===== src/rtl/irqt_pkg.sv =====
package irqt_pkg;
  localparam int unsigned LVL_W  = 3;
  localparam int unsigned DATA_W = 32;

  typedef struct packed {
    logic             upd;
    logic             ret;
    logic [LVL_W-1:0] lvl;
  } thr_cmd_t;
endpackage


===== src/rtl/irqt_src_sel.sv =====
module irqt_src_sel #(
  parameter int unsigned LVL_W  = 3,
  parameter int unsigned DATA_W = 32
) (
  input  logic              use_reg,
  input  logic [LVL_W-1:0]  imm,
  input  logic [DATA_W-1:0] reg_val,
  output logic [LVL_W-1:0]  sel_lvl
);
  // Upper operand bits carry no meaning for the threshold.
  logic unused_hi;
  assign unused_hi = ^reg_val[DATA_W-1:LVL_W];

  always_comb begin
    if (use_reg) sel_lvl = reg_val[LVL_W-1:0];
    else         sel_lvl = imm;
  end
endmodule


===== src/rtl/irqt_level_reg.sv =====
module irqt_level_reg
  import irqt_pkg::*;
#(
  parameter int unsigned LVL_W  = 3,
  parameter int unsigned DATA_W = 32
) (
  input  logic              clk,
  input  logic              rst_n,
  input  thr_cmd_t          cmd,
  output logic [LVL_W-1:0]  lvl_q,
  output logic              wb_valid,
  output logic [DATA_W-1:0] wb_data
);
  localparam int unsigned PAD_W = DATA_W - LVL_W;

  always_ff @(posedge clk or negedge rst_n) begin
    if (!rst_n) begin
      lvl_q    <= '0;
      wb_valid <= 1'b0;
      wb_data  <= '0;
    end else begin
      wb_valid <= cmd.upd & cmd.ret;
      if (cmd.upd) begin
        lvl_q <= cmd.lvl;
        if (cmd.ret) wb_data <= {{PAD_W{1'b0}}, lvl_q};
      end
    end
  end
endmodule


===== src/rtl/irqt_gate.sv =====
module irqt_gate #(
  parameter int unsigned LVL_W = 3
) (
  input  logic [LVL_W-1:0] irq_level,
  input  logic [LVL_W-1:0] cpu_ipl,
  input  logic [LVL_W-1:0] thr,
  input  logic             trap,
  output logic             accept
);
  logic above_thr, above_ipl;

  always_comb begin
    above_thr = irq_level > thr;
    above_ipl = irq_level > cpu_ipl;
    accept    = trap | (above_thr & above_ipl);
  end
endmodule


===== src/rtl/irq_thr_ctrl.sv =====
module irq_thr_ctrl
  import irqt_pkg::*;
#(
  parameter int unsigned LVL_W  = irqt_pkg::LVL_W,
  parameter int unsigned DATA_W = irqt_pkg::DATA_W
) (
  input  logic              clk,
  input  logic              rst_n,
  input  logic              cmd_valid,
  input  logic              cmd_src_reg,
  input  logic [LVL_W-1:0]  cmd_imm,
  input  logic [DATA_W-1:0] cmd_reg,
  input  logic              cmd_ret,
  input  logic [LVL_W-1:0]  irq_level,
  input  logic              trap_req,
  input  logic [LVL_W-1:0]  cpu_ipl,
  output logic              irq_accept,
  output logic [LVL_W-1:0]  thr_view,
  output logic [DATA_W-1:0] csr_rdata,
  output logic              wb_valid,
  output logic [DATA_W-1:0] wb_data
);
  localparam int unsigned PAD_W = DATA_W - LVL_W;

  logic [LVL_W-1:0] new_lvl;
  logic [LVL_W-1:0] thr_q;
  thr_cmd_t         cmd;

  irqt_src_sel #(.LVL_W(LVL_W), .DATA_W(DATA_W)) u_sel (
    .use_reg (cmd_src_reg),
    .imm     (cmd_imm),
    .reg_val (cmd_reg),
    .sel_lvl (new_lvl)
  );

  always_comb begin
    cmd.upd = cmd_valid;
    cmd.ret = cmd_ret;
    cmd.lvl = new_lvl;
  end

  irqt_level_reg #(.LVL_W(LVL_W), .DATA_W(DATA_W)) u_reg (
    .clk      (clk),
    .rst_n    (rst_n),
    .cmd      (cmd),
    .lvl_q    (thr_q),
    .wb_valid (wb_valid),
    .wb_data  (wb_data)
  );

  irqt_gate #(.LVL_W(LVL_W)) u_gate (
    .irq_level (irq_level),
    .cpu_ipl   (cpu_ipl),
    .thr       (thr_q),
    .trap      (trap_req),
    .accept    (irq_accept)
  );

  assign thr_view  = thr_q;
  assign csr_rdata = {{PAD_W{1'b0}}, thr_q};
endmodule


===== config.mk =====
export PLATFORM = sky130hd
export DESIGN_NAME = irq_thr_ctrl
export DESIGN_NICKNAME = d
export VERILOG_FILES = /design/src/rtl/irqt_pkg.sv /design/src/rtl/irqt_src_sel.sv /design/src/rtl/irqt_level_reg.sv /design/src/rtl/irqt_gate.sv /design/src/rtl/irq_thr_ctrl.sv
export SDC_FILE = /design/constraint.sdc
export NUM_CORES = 1
export LEC_CHECK = 0
export ABC_AREA = 1
export CAP_MARGIN = 0
export CORE_UTILIZATION = 28
export CTS_CLUSTER_SIZE = 8
export DETAILED_ROUTE_END_ITERATION = 16
export GPL_TIMING_DRIVEN = 0
export HOLD_SLACK_MARGIN = 0.12
export PLACE_DENSITY = 0.95
export REMOVE_ABC_BUFFERS = 1
export SYNTH_ARGS = -nofsm -noshare
export SYNTH_HDL_FRONTEND = slang
export SYNTH_HIERARCHICAL = 1
export SYNTH_SLANG_ARGS = --single-unit

===== constraint.sdc =====
create_clock -name clk -period 3.08 [get_ports clk]
set_input_delay 0.616 -clock clk [delete_from_list [all_inputs] [get_ports clk]]
set_output_delay 0.616 -clock clk [all_outputs]
set_load 0.1 [all_outputs]

# == Yosys cells after proc, flatten, opt, wreduce, memory -nomap -nowiden ==
# Cells that the tools add are included.
# op_classes
magnitude_cmp,2
reduce_logical,1
bitwise_logic,3
muxes,1
# op_table
cell,count
> comparator 3 bit,2
2-to-1 mux 3 bit,1
bitwise AND 1 bit,2
AND reduction 2 bit,1
OR 1 bit,1
# totals
reg_bits,7
inputBits,47

# == Logic depth before layout (Yosys ltp) ==
# Gate-level depths: netlist of run 1.
# logic_depth
ltp_word,3
depth_mapped,7
ltp_nobuf,7

# == Cells and area by module ==
# Netlist of run 1, hierarchy kept.
# by_module_without_submodules
module,n_inst,area_per_inst_um2,cells_per_inst
irqt_level_reg,1,498.0,58
irq_thr_ctrl,1,244.0,33
irqt_gate,1,157.7,25
irqt_src_sel,1,37.5,10

# == Least setup slack after synthesis of run 1 ==
# Ideal clock, no wire load.
# synth_path
kind,register to output
from,register u_reg.lvl_q[2]
to,output port irq_accept
n_path_buf,0
required_time_ps,2464
setup_slack_ps,214
arrival_ps,2250
path_stages_with_launch,8
path_cell_list,dfrtp_1 -> inv_1 -> ha_1 -> nand3_1 -> nand2_1 -> inv_1 -> nand3_1 -> nand2_1
# synth_via
elab_chain_len,3
# synth_rtl
element,line_no,rtl
from (decl),irqt_level_reg.sv:10,"output logic [LVL_W-1:0] lvl_q,"
from (signal assigned),irqt_level_reg.sv:24,lvl_q <= cmd.lvl;
> comparator 3 bit,irqt_gate.sv:13,above_thr = irq_level > thr;
bitwise AND 1 bit,irqt_gate.sv:15,accept = trap | (above_thr & above_ipl);
OR 1 bit,irqt_gate.sv:15,
to (decl),irq_thr_ctrl.sv:17,"output logic irq_accept,"
# Every way passes these cells.

# == Worst setup path in the final report of run 1 ==
# layout_path
from,input port irq_level[2]
to,output port irq_accept
# layout_via
elab_chain_len,3
# layout_rtl
element,line_no,rtl
from (decl),irq_thr_ctrl.sv:14,"input logic [LVL_W-1:0] irq_level,"
"> comparator 3 bit, on equally long branches","irqt_gate.sv:13, irqt_gate.sv:14",
bitwise AND 1 bit *,irqt_gate.sv:15,
OR 1 bit *,irqt_gate.sv:15,
# Mark *: on every way between the ends. The rest lies on a longest branch, timed or not.

==> results.yml, run 1 <==
outcome:
  status: "finished, final reports clean"
logic_synthesis:
  synth.distinct_cells: 13
  yosys_warnings: 6
  seq_area_frac_synth: 0.1869
  syn_avg_cell_area_sq_um: 7.438
  syn-cell-area_sq_um: 937.1
  synth_seq_cells: 7
  syn_inst: 126
pwr:
  combinationalPowerShare: 0.733
  clkPwrFrac: 0.112
  p_sw_mw: 0.5064
  p_int_mw: 0.2150
  total_power_mw: 0.7215
  swShare: 0.7020
  p_per_area_nw_per_um2: 693.0
  ir_drop_mv: 0.2601
  leakage_nw: 0.5999
  seq_power_share: 0.155
final_layout:
  diodes: 0
  syn_to_final_growth_pct: 11.08
  final_area_sq_um: 1041
  nNetsFinal: 206
  final_layout_size_suffix_gt1_frac: 0.03947
cts:
  insertion_delay_ps: 250
  cts_root_buf: "clkbuf_4"
  htreeDepth: 1
  tritoncts: "built"
  hold_buffers: 0
  cts_made_buffers: 3
  cts_buffer_depth: 2
  clock-sinks: 7
  clkSlewWorstSetupHoldPaths_ps: 50
sta:
  clock.fmax_mhz: 346.8
  relSlewSlack: 0.3525
  rsz0062_at_grt: "false"
  setup_viol: 0
  finalMaxSlewViolations: 0
  finClkSkew_ps: 0.1334
  worst_slew_pin_slew_ps: 968.2
  timing.final.crit_share: 0.9363
  fin_crit_ps: 2884
  hold_viol_final: 0
global_routing:
  grt.overflow.total: 0
  antenna_found_initial: 0
  grt_pass1_wl_microns: 1938
  grt_pass1_vias: 490
  grt_max_degree: 11
  grt_usage: 0.07564
critical_path:
  cp-startpoint: "irq_level[2]"
  r2r_start: "u_reg/lvl_q[0]$_DFFE_PN0P_"
  crit_path_top_delay_cell: "clkdlybuf4s15_2"
  cp-start-kind: "input port"
  endpoint_kind: "primary output"
  arrival_ps: 2270
  critical_path_peak_fanout: 3
  r2r.worst_path.cells: 2
  critPathKind: "in -> out"
  max_stage_delay_ps: 540
  crit_required_ps: 2460
  cp_cell_sequence: "clkdlybuf4s50_1 > ha_1 > nand3_1 > nand2_1 > inv_1 > nand3_1 > nand2_1 > clkdlybuf4s15_2"
detailed_routing:
  num_vias: 634
  drt-initial-drc-count: 16
  first_pass_iters: 2
  drc: 0
  wirelength_microns: 1283
  drt.antenna.violating_nets: 0
  wl_per_cell_microns: 6.546
  vias_per_cell: 3.235
die:
  core_area_sq_um: 3103
  die_x_microns: 59.85
  pin_count: 116
  die_area_sq_um: 3582
  die_h_microns: 59.85
  start_util: 0.3020
  num_rows: 20
placed_design:
  placed_cell_area_sq_um: 1013
  portBuffers: 28
  gp_congestion: 0.6946
  dpl.hpwl_microns: 1136
min_path:
  worstHoldPathType: "reg -> reg"
  min_from: "u_reg/wb_data[2]$_DFFE_PN0P_"
  whs_path_depth: 2
run:
  drv_cap: 0
==> flip-flops by register name (all words and copies together) (netlist names) <==
signal,flops
u_reg/lvl_q,3
u_reg/wb_valid,1
u_reg/wb_data,3
==> logic make-up after synthesis <==
kind of cell	share of synthesized area
other	0.008014
buffers and inverters	0.5527
flip-flops	0.1869
AND/OR/NAND/NOR	0.1455
adder cells (fa/ha/maj)	0.08010
AO/OA/AOI/OAI	0.02670
==> synthesized netlist by cell type <==
| library cell | n | area [sq um] |
|---|---|---|
| buf_6 | 1 | 11.26 |
| a21oi_1 | 2 | 10.01 |
| inv_1 | 12 | 45.04 |
| o21ai_1 | 3 | 15.01 |
| nand2_1 | 22 | 82.58 |
| nand3b_1 | 1 | 7.510 |
| buf_4 | 61 | 457.9 |
| nand3_1 | 7 | 35.03 |
| inv_2 | 1 | 3.750 |
| dfrtp_1 | 7 | 175.2 |
| nand2_4 | 1 | 11.26 |
| conb_1 | 2 | 7.510 |
| ha_1 | 6 | 75.07 |
==> placed cells by master (no fill, tap or decap) <==
cell             Yosys  final
clkbuf_4             0      3
dfrtp_1              7      7
a21oi_1              2      2
nand3_1              7      7
clkdlybuf4s50_1      0     27
ha_1                 6      6
conb_1               2     58
nand3b_1             1      1
nand2_1             22     22
clkdlybuf4s15_2      0      1
nand2_4              1      1
inv_2                1      1
inv_1               12     12
clkbuf_1             0      1
o21ai_1              3      3
==> power by group through the flow <==
stage          clock (mW)  sequential (mW)  combinational, mW
6_report           0.0806            0.112              0.529
5_1_grt            0.0936            0.113              0.547
4_1_cts            0.0857            0.112              0.529
3_5_place_dp            0            0.114              0.529
3_3_place_gp            0            0.113              0.526
2_1_floorplan           0            0.221              0.353
==> per-layer routing <==
metal | wire (microns) | share of wire | track usage | vias up
met5 | 0 | 0 | 0 | -
met1 | 449 | 0.35 | 0.07974 | 265
met2 | 665 | 0.52 | 0.1317 | 53
met3 | 156 | 0.12 | 0.01948 | 2
li1 | - | - | - | 314
met4 | 12 | 0.0094 | 0.04983 | 0
==> critical path, delay by kind of cell <==
kind | cells | cell delay (ps)
buffers and inverters | 3 | 1020
and+or+nand+nor | 4 | 280
adders and majority gates | 1 | 340
==> worst paths after layout <==
| kind | end | slack [ps] |
|---|---|---|
| min in group asynchronous | u_reg/wb_valid$_DFF_PN0_ | 620 |
| hold reg to reg | u_reg/wb_data[2]$_DFFE_PN0P_ | 460 |
| setup / recovery | irq_accept | 200 |
| setup reg to reg | u_reg/wb_data[0]$_DFFE_PN0P_ | 2380 |
| hold / removal | u_reg/wb_data[2]$_DFFE_PN0P_ | 460 |
| max in group asynchronous | u_reg/wb_data[0]$_DFFE_PN0P_ | 2230 |
==> stage by stage <==
step	std cells	worst slack (ps)	TNS, ps	util	hold slack [ps]
6_report	196	196.2	0	0.3355	464.0
5_1_grt	196	76.12	0	0.3355	499.7
4_1_cts	196	189.5	0	0.3355	470.8
3_5_place_dp	192	-382.4	-382.4	0.3266	457.6
3_3_place_gp	192	-380.1	-380.1	0.3266	453.3
2_1_floorplan	120	-406.1	-406.1	-	320.4
==> layout make-up <==
class | count | area, sq um
well taps | 44 | 55.05
flip-flops and latches | 7 | 175.2
fillers | 334 | 2062
multi-input cells | 100 | 454.2
inverters | 13 | 48.80
clock buffers | 4 | 26.28
repair buffers | 28 | 281.5
==> what timing repair did <==
action                     4_1_cts  5_1_grt
resized for setup                3        0
setup endpoints to repair        1        0
setup buffers                    0        0
Note: power is estimated with default switching activity, not from simulation.
==> run 2, diff against run 1 <==
--- a/config.mk
+++ b/config.mk
@@ -7,13 +7,14 @@
 export LEC_CHECK = 0
 export ABC_AREA = 1
 export CAP_MARGIN = 0
-export CORE_UTILIZATION = 28
+export CORE_UTILIZATION = 24
 export CTS_CLUSTER_SIZE = 8
 export DETAILED_ROUTE_END_ITERATION = 16
 export GPL_TIMING_DRIVEN = 0
 export HOLD_SLACK_MARGIN = 0.12
-export PLACE_DENSITY = 0.95
+export PLACE_DENSITY = 0.89
 export REMOVE_ABC_BUFFERS = 1
+export SKIP_LAST_GASP = 1
 export SYNTH_ARGS = -nofsm -noshare
 export SYNTH_HDL_FRONTEND = slang
 export SYNTH_HIERARCHICAL = 1
==> constraint.sdc (replaced) <==
create_clock -name clk -period 2.4 [get_ports clk]
set_input_delay 0.48 -clock clk [delete_from_list [all_inputs] [get_ports clk]]
set_output_delay 0.48 -clock clk [all_outputs]
set_load 0.1 [all_outputs]
==> run 2 against run 1 <==
  * Setup slack got worse by 100 ps
  * Critical path depth decreased by 7
  * Register-to-register slack got worse by 690 ps
  * Total power increased by 38%
  * Sequential share of layout area decreased by 0.77 points
  * Clock skew increased by 1.1 ps
  * Non-clock buffer count unchanged
  * Design area increased by 4.8%
  * Flip-flop and latch count unchanged
  * Clock-buffer cell count unchanged
  * Critical endpoint is now csr_rdata[0]
  * Highest routed layer unchanged
==> results.yml, run 2 (synthesis gave the netlist of run 1 again) <==
run:
  drv_cap: 0
cts:
  tritoncts: "built"
  cts_buffer_depth: 2
  clock-sinks: 7
  insertion_delay_ps: 230
  cts_root_buf: "clkbuf_8"
  cts_setup_buffers: 0
  cts_made_buffers: 3
  htreeDepth: 1
  clkSlewWorstSetupHoldPaths_ps: 40
min_path:
  min_from: "u_reg/wb_data[2]$_DFFE_PN0P_"
  whs_path_depth: 2
  worstHoldPathType: "reg -> reg"
  hold_end: "u_reg/wb_data[2]$_DFFE_PN0P_"
final_layout:
  final_cell_mix: "conb_1 (58), clkdlybuf4s50_1 (26), nand2_1 (21)"
  fin_util: 0.2936
  nNetsFinal: 206
  final_common_cell: "conb_1"
  nFillCells: 420
  syn_to_final_growth_pct: 16.42
  diodes: 0
  final_area_sq_um: 1091
  reg_top3: "u_reg/lvl_q (3), u_reg/wb_data (3), u_reg/wb_valid (1)"
  final_layout_size_suffix_gt1_frac: 0.05263
sta:
  rsz0062_at_grt: "false"
  worst_slew_pin_slew_ps: 966.0
  fin_hold_ws_ps: 465.5
  fin_crit_ps: 2305
  relSlewSlack: 0.3540
  timing.final.crit_share: 0.9606
  finalMaxSlewViolations: 0
  clock.fmax_mhz: 433.8
  finClkSkew_ps: 1.194
  setup_viol: 0
  hold_viol_final: 0
critical_path:
  endpoint_kind: "primary output"
  arrival_ps: 1830
  critPathBufInv: 1
  critical_path_peak_fanout: 5
  cp_cell_sequence: "clkdlybuf4s50_1"
  max_stage_delay_ps: 1170
  r2r_slack_ps: 1690
  critPathKind: "reg -> out"
  cp-start-kind: "flip-flop"
  rr_endpoint: "u_reg/wb_data[0]$_DFFE_PN0P_"
  r2r_start: "u_reg/lvl_q[0]$_DFFE_PN0P_"
  r2r.worst_path.cells: 2
  crit_family: "buffers and inverters"
  crit_path_top_delay_cell: "clkdlybuf4s50_1"
  crit_required_ps: 1920
pwr:
  clkPwrFrac: 0.165
  p_sw_mw: 0.6623
  swShare: 0.6643
  p_per_area_nw_per_um2: 913.9
  p_int_mw: 0.3347
  combinationalPowerShare: 0.690
  leakage_nw: 0.6216
  seq_power_share: 0.145
  total_power_mw: 0.9971
  ir_drop_mv: 0.3349
die:
  pin_count: 116
  start_util: 0.2522
  core_area_sq_um: 3716
  num_rows: 22
  die_x_microns: 64.49
  die_h_microns: 64.49
  die_area_sq_um: 4159
detailed_routing:
  wl_per_cell_microns: 6.945
  drt-initial-drc-count: 8
  drc: 0
  num_vias: 633
  first_pass_iters: 3
  wirelength_microns: 1389
  vias_per_cell: 3.165
  drt.antenna.violating_nets: 0
placed_design:
  dpl.hpwl_microns: 1241
  portBuffers: 28
  placed_cell_area_sq_um: 1018
  gp_congestion: 0.6863
global_routing:
  grt_usage: 0.06741
  grt_pass1_vias: 507
  grt.overflow.total: 0
  grt_max_degree: 11
  antenna_found_initial: 0
  grt_pass1_wl_microns: 2097
outcome:
  status: "finished, final reports clean"
[run 2: worst max path at each step]
stage	from	endpoint	slack (ps)	cells after the start
2_1_floorplan	u_reg/lvl_q[2]$_DFFE_PN0P_	irq_accept	-950	7
3_3_place_gp	cpu_ipl[2]	irq_accept	-800	9
3_5_place_dp	cpu_ipl[2]	irq_accept	-810	9
4_1_cts	cpu_ipl[2]	irq_accept	30	9
5_1_grt	irq_level[1]	irq_accept	20	8
6_report	u_reg/lvl_q[0]$_DFFE_PN0P_	csr_rdata[0]	90	1
[run 2: final cells by class]
class,count,area (sq um),area share
well taps,48,60.06,0.05505
clock buffers,4,45.04,0.04128
multi-input cells,100,469.2,0.4300
flip-flops and latches,7,175.2,0.1605
inverters,13,48.80,0.04472
repair buffers,28,292.8,0.2683
[run 2: what timing repair did]
| item | 4_1_cts | 5_1_grt |
|---|---|---|
| hold endpoints to repair | 0 | 0 |
| resized for setup | 6 | 6 |
| hold buffers | 0 | 0 |
| setup endpoints to repair | 1 | 1 |
| pin swaps | 0 | 2 |
| gates cloned | 0 | 0 |
[run 2: power groups by stage]
stage | combinational [mW] | clock [mW] | sequential, mW
global placement | 0.675 | 0 | 0.146
finish | 0.688 | 0.165 | 0.145
CTS | 0.678 | 0.170 | 0.145
detailed placement | 0.679 | 0 | 0.147
global route | 0.712 | 0.179 | 0.146
floorplan | 0.453 | 0 | 0.284
[run 2: layer usage]
layer	routed length, microns	up-vias	track usage	share of wire
met3	93	2	0.008803	0.067
met5	0	-	0	0
met4	19	0	0.05833	0.014
met1	471	274	0.06383	0.34
li1	-	315	-	-
met2	804	42	0.1263	0.58
[run 2: through the flow]
step	instances	setup TNS [ps]	setup WS, ps
after global placement	196	-795.4	-795.4
after global routing	200	0	22.73
after CTS	200	0	31.54
after floorplan	120	-950.1	-950.1
final	200	0	94.57
after detailed placement	196	-814.2	-814.2
==> run 3, diff against run 2 <==
--- a/config.mk
+++ b/config.mk
@@ -7,14 +7,17 @@
 export LEC_CHECK = 0
 export ABC_AREA = 1
 export CAP_MARGIN = 0
+export CORE_ASPECT_RATIO = 0.5
 export CORE_UTILIZATION = 24
 export CTS_CLUSTER_SIZE = 8
 export DETAILED_ROUTE_END_ITERATION = 16
 export GPL_TIMING_DRIVEN = 0
 export HOLD_SLACK_MARGIN = 0.12
+export MAX_ROUTING_LAYER = met4
 export PLACE_DENSITY = 0.89
 export REMOVE_ABC_BUFFERS = 1
 export SKIP_LAST_GASP = 1
+export SLEW_MARGIN = 20
 export SYNTH_ARGS = -nofsm -noshare
 export SYNTH_HDL_FRONTEND = slang
 export SYNTH_HIERARCHICAL = 1
==> run 3 against run 2 <==
  * Fmax down 0.40%
  * Clock power about the same
  * Global-route usage down 0.54 points
  * Design area down 1.9%
  * Critical path depth up 8
  * Clock-buffer cell count down 1
  * Total power down 0.58%
  * Sequential share of layout area up 0.32 points
  * Flip-flop and latch count unchanged
  * Largest power group unchanged
==> results.yml, run 3 (synthesis gave the netlist of run 1 again) <==
final_layout:
  multi_input_area_sq_um: 454.2
  final_common_cell: "conb_1"
  nNetsFinal: 206
  nFillCells: 367
  reg_top3: "u_reg/lvl_q (3), u_reg/wb_data (3), u_reg/wb_valid (1)"
  diodes: 0
  final_layout_size_suffix_gt1_frac: 0.04605
  regArea_sq_um: 175.2
  final_cell_mix: "conb_1 (58), clkdlybuf4s50_1 (27), nand2_1 (22)"
  syn_to_final_growth_pct: 14.15
detailed_routing:
  wirelength_microns: 1437
  num_vias: 626
  first_pass_iters: 4
  drt-initial-drc-count: 22
  wl_per_cell_microns: 7.079
  drt.antenna.violating_nets: 0
  drc: 0
  vias_per_cell: 3.084
die:
  die_area_sq_um: 4174
  core_area_sq_um: 3585
  die_x_microns: 90.37
  die_h_microns: 46.19
  pin_count: 116
  num_rows: 15
  start_util: 0.2614
global_routing:
  grt_usage: 0.06204
  grt_max_degree: 11
  grt_pass1_wl_microns: 1876
  grt_pass1_vias: 463
  antenna_found_initial: 0
  grt.overflow.total: 0
cts:
  hold_buffers: 0
  clock-sinks: 7
  clkSlewWorstSetupHoldPaths_ps: 40
  cts_root_buf: "clkbuf_8"
  cts_setup_buffers: 0
  htreeDepth: 1
  cts_made_buffers: 3
  insertion_delay_ps: 230
  tritoncts: "built"
  cts_buffer_depth: 2
pwr:
  p_per_area_nw_per_um2: 926.6
  leakage_nw: 0.6115
  ir_drop_mv: 0.2045
placed_design:
  portBuffers: 28
  pre_cts_slack_ps: -791.6
  gp_congestion: 0.7299
  dpl.hpwl_microns: 1268
critical_path:
  cp-start-kind: "input port"
  arrival_ps: 1830
  endpoint_kind: "primary output"
  critPathKind: "in -> out"
  critical_path_peak_fanout: 3
  crit_required_ps: 1920
sta:
  setup_viol: 0
  worst_slew_pin_slew_ps: 993.8
  timing.final.crit_share: 0.9644
  fin_crit_ps: 2315
  clock.fmax_mhz: 432.0
  fin_hold_ws_ps: 476.2
  relSlewSlack: 0.3354
  setup_slack_ps: 85.34
  finalMaxSlewViolations: 0
  hold_viol_final: 0
  finClkSkew_ps: 3.800
run:
  drv_cap: 0
outcome:
  status: "finished, final reports clean"
min_path:
  worstHoldPathType: "reg -> reg"
## run 3: final timing paths
check / slack, ps / end / depth (start not counted) / from
max: 90 / irq_accept / 9 / cpu_ipl[2]
min: 480 / u_reg/wb_data[2]$_DFFE_PN0P_ / 2 / u_reg/wb_data[2]$_DFFE_PN0P_
max reg2reg: 1690 / u_reg/wb_data[2]$_DFFE_PN0P_ / 2 / u_reg/lvl_q[2]$_DFFE_PN0P_
min reg2reg: 480 / u_reg/wb_data[2]$_DFFE_PN0P_ / 2 / u_reg/wb_data[2]$_DFFE_PN0P_
max in group asynchronous: 1660 / u_reg/lvl_q[1]$_DFFE_PN0P_ / 1 / rst_n
min in group asynchronous: 500 / u_reg/wb_valid$_DFF_PN0_ / 1 / rst_n
## run 3: area by class of cell
class,instances,area share
Multi-Input combinational cell,100,0.4246
Timing Repair Buffer,28,0.2632
Sequential cell,7,0.1637
Tap cell,51,0.05965
Inverter,13,0.04561
Clock buffer,3,0.03860
Clock inverter,1,0.004678
## run 3: per-stage QoR
| stage | total power [mW] | utilization | area (sq um) | cells | TNS, ps |
|---|---|---|---|---|---|
| after floorplan | 0.7366 | - | 678.2 | 120 | -950.1 |
| after global placement | 0.8212 | 0.2852 | 1022 | 199 | -786.9 |
| final | 0.9913 | 0.2984 | 1070 | 203 | 0 |
| after global routing | 1.028 | 0.2984 | 1070 | 203 | -1.777 |
| after CTS | 0.9918 | 0.2974 | 1066 | 203 | 0 |
| after detailed placement | 0.8261 | 0.2852 | 1022 | 199 | -791.6 |
## run 3: critical path: stages
cell,delay [ps]
clkdlybuf4s50_1,450
inv_1,40
ha_1,310
nand3_1,90
nand2_1,50
inv_1,40
nand3_1,70
nand2_1,80
buf_6,220
## run 3: timing repair
action / 4_1_cts / 5_1_grt
hold endpoints to repair: 0 / 0
gates resized for setup: 6 / 1
endpoints found under the setup margin: 1 / 1
## run 3: report_power, final
part	internal [mW]	switching (mW)	total, mW
sequential	0.132	0.0117	0.144
clock	0.112	0.0518	0.164
combinational	0.0825	0.601	0.683
total	0.327	0.664	0.991
## run 3: per-layer routing
metal | vias to the layer above | wire, microns | track usage
met1 | 288 | 461 | 0.05566
met4 | 0 | 14 | 0.05806
met5 | - | 0 | -
met3 | 2 | 40 | 0.006601
met2 | 20 | 920 | 0.1252
li1 | 316 | - | -
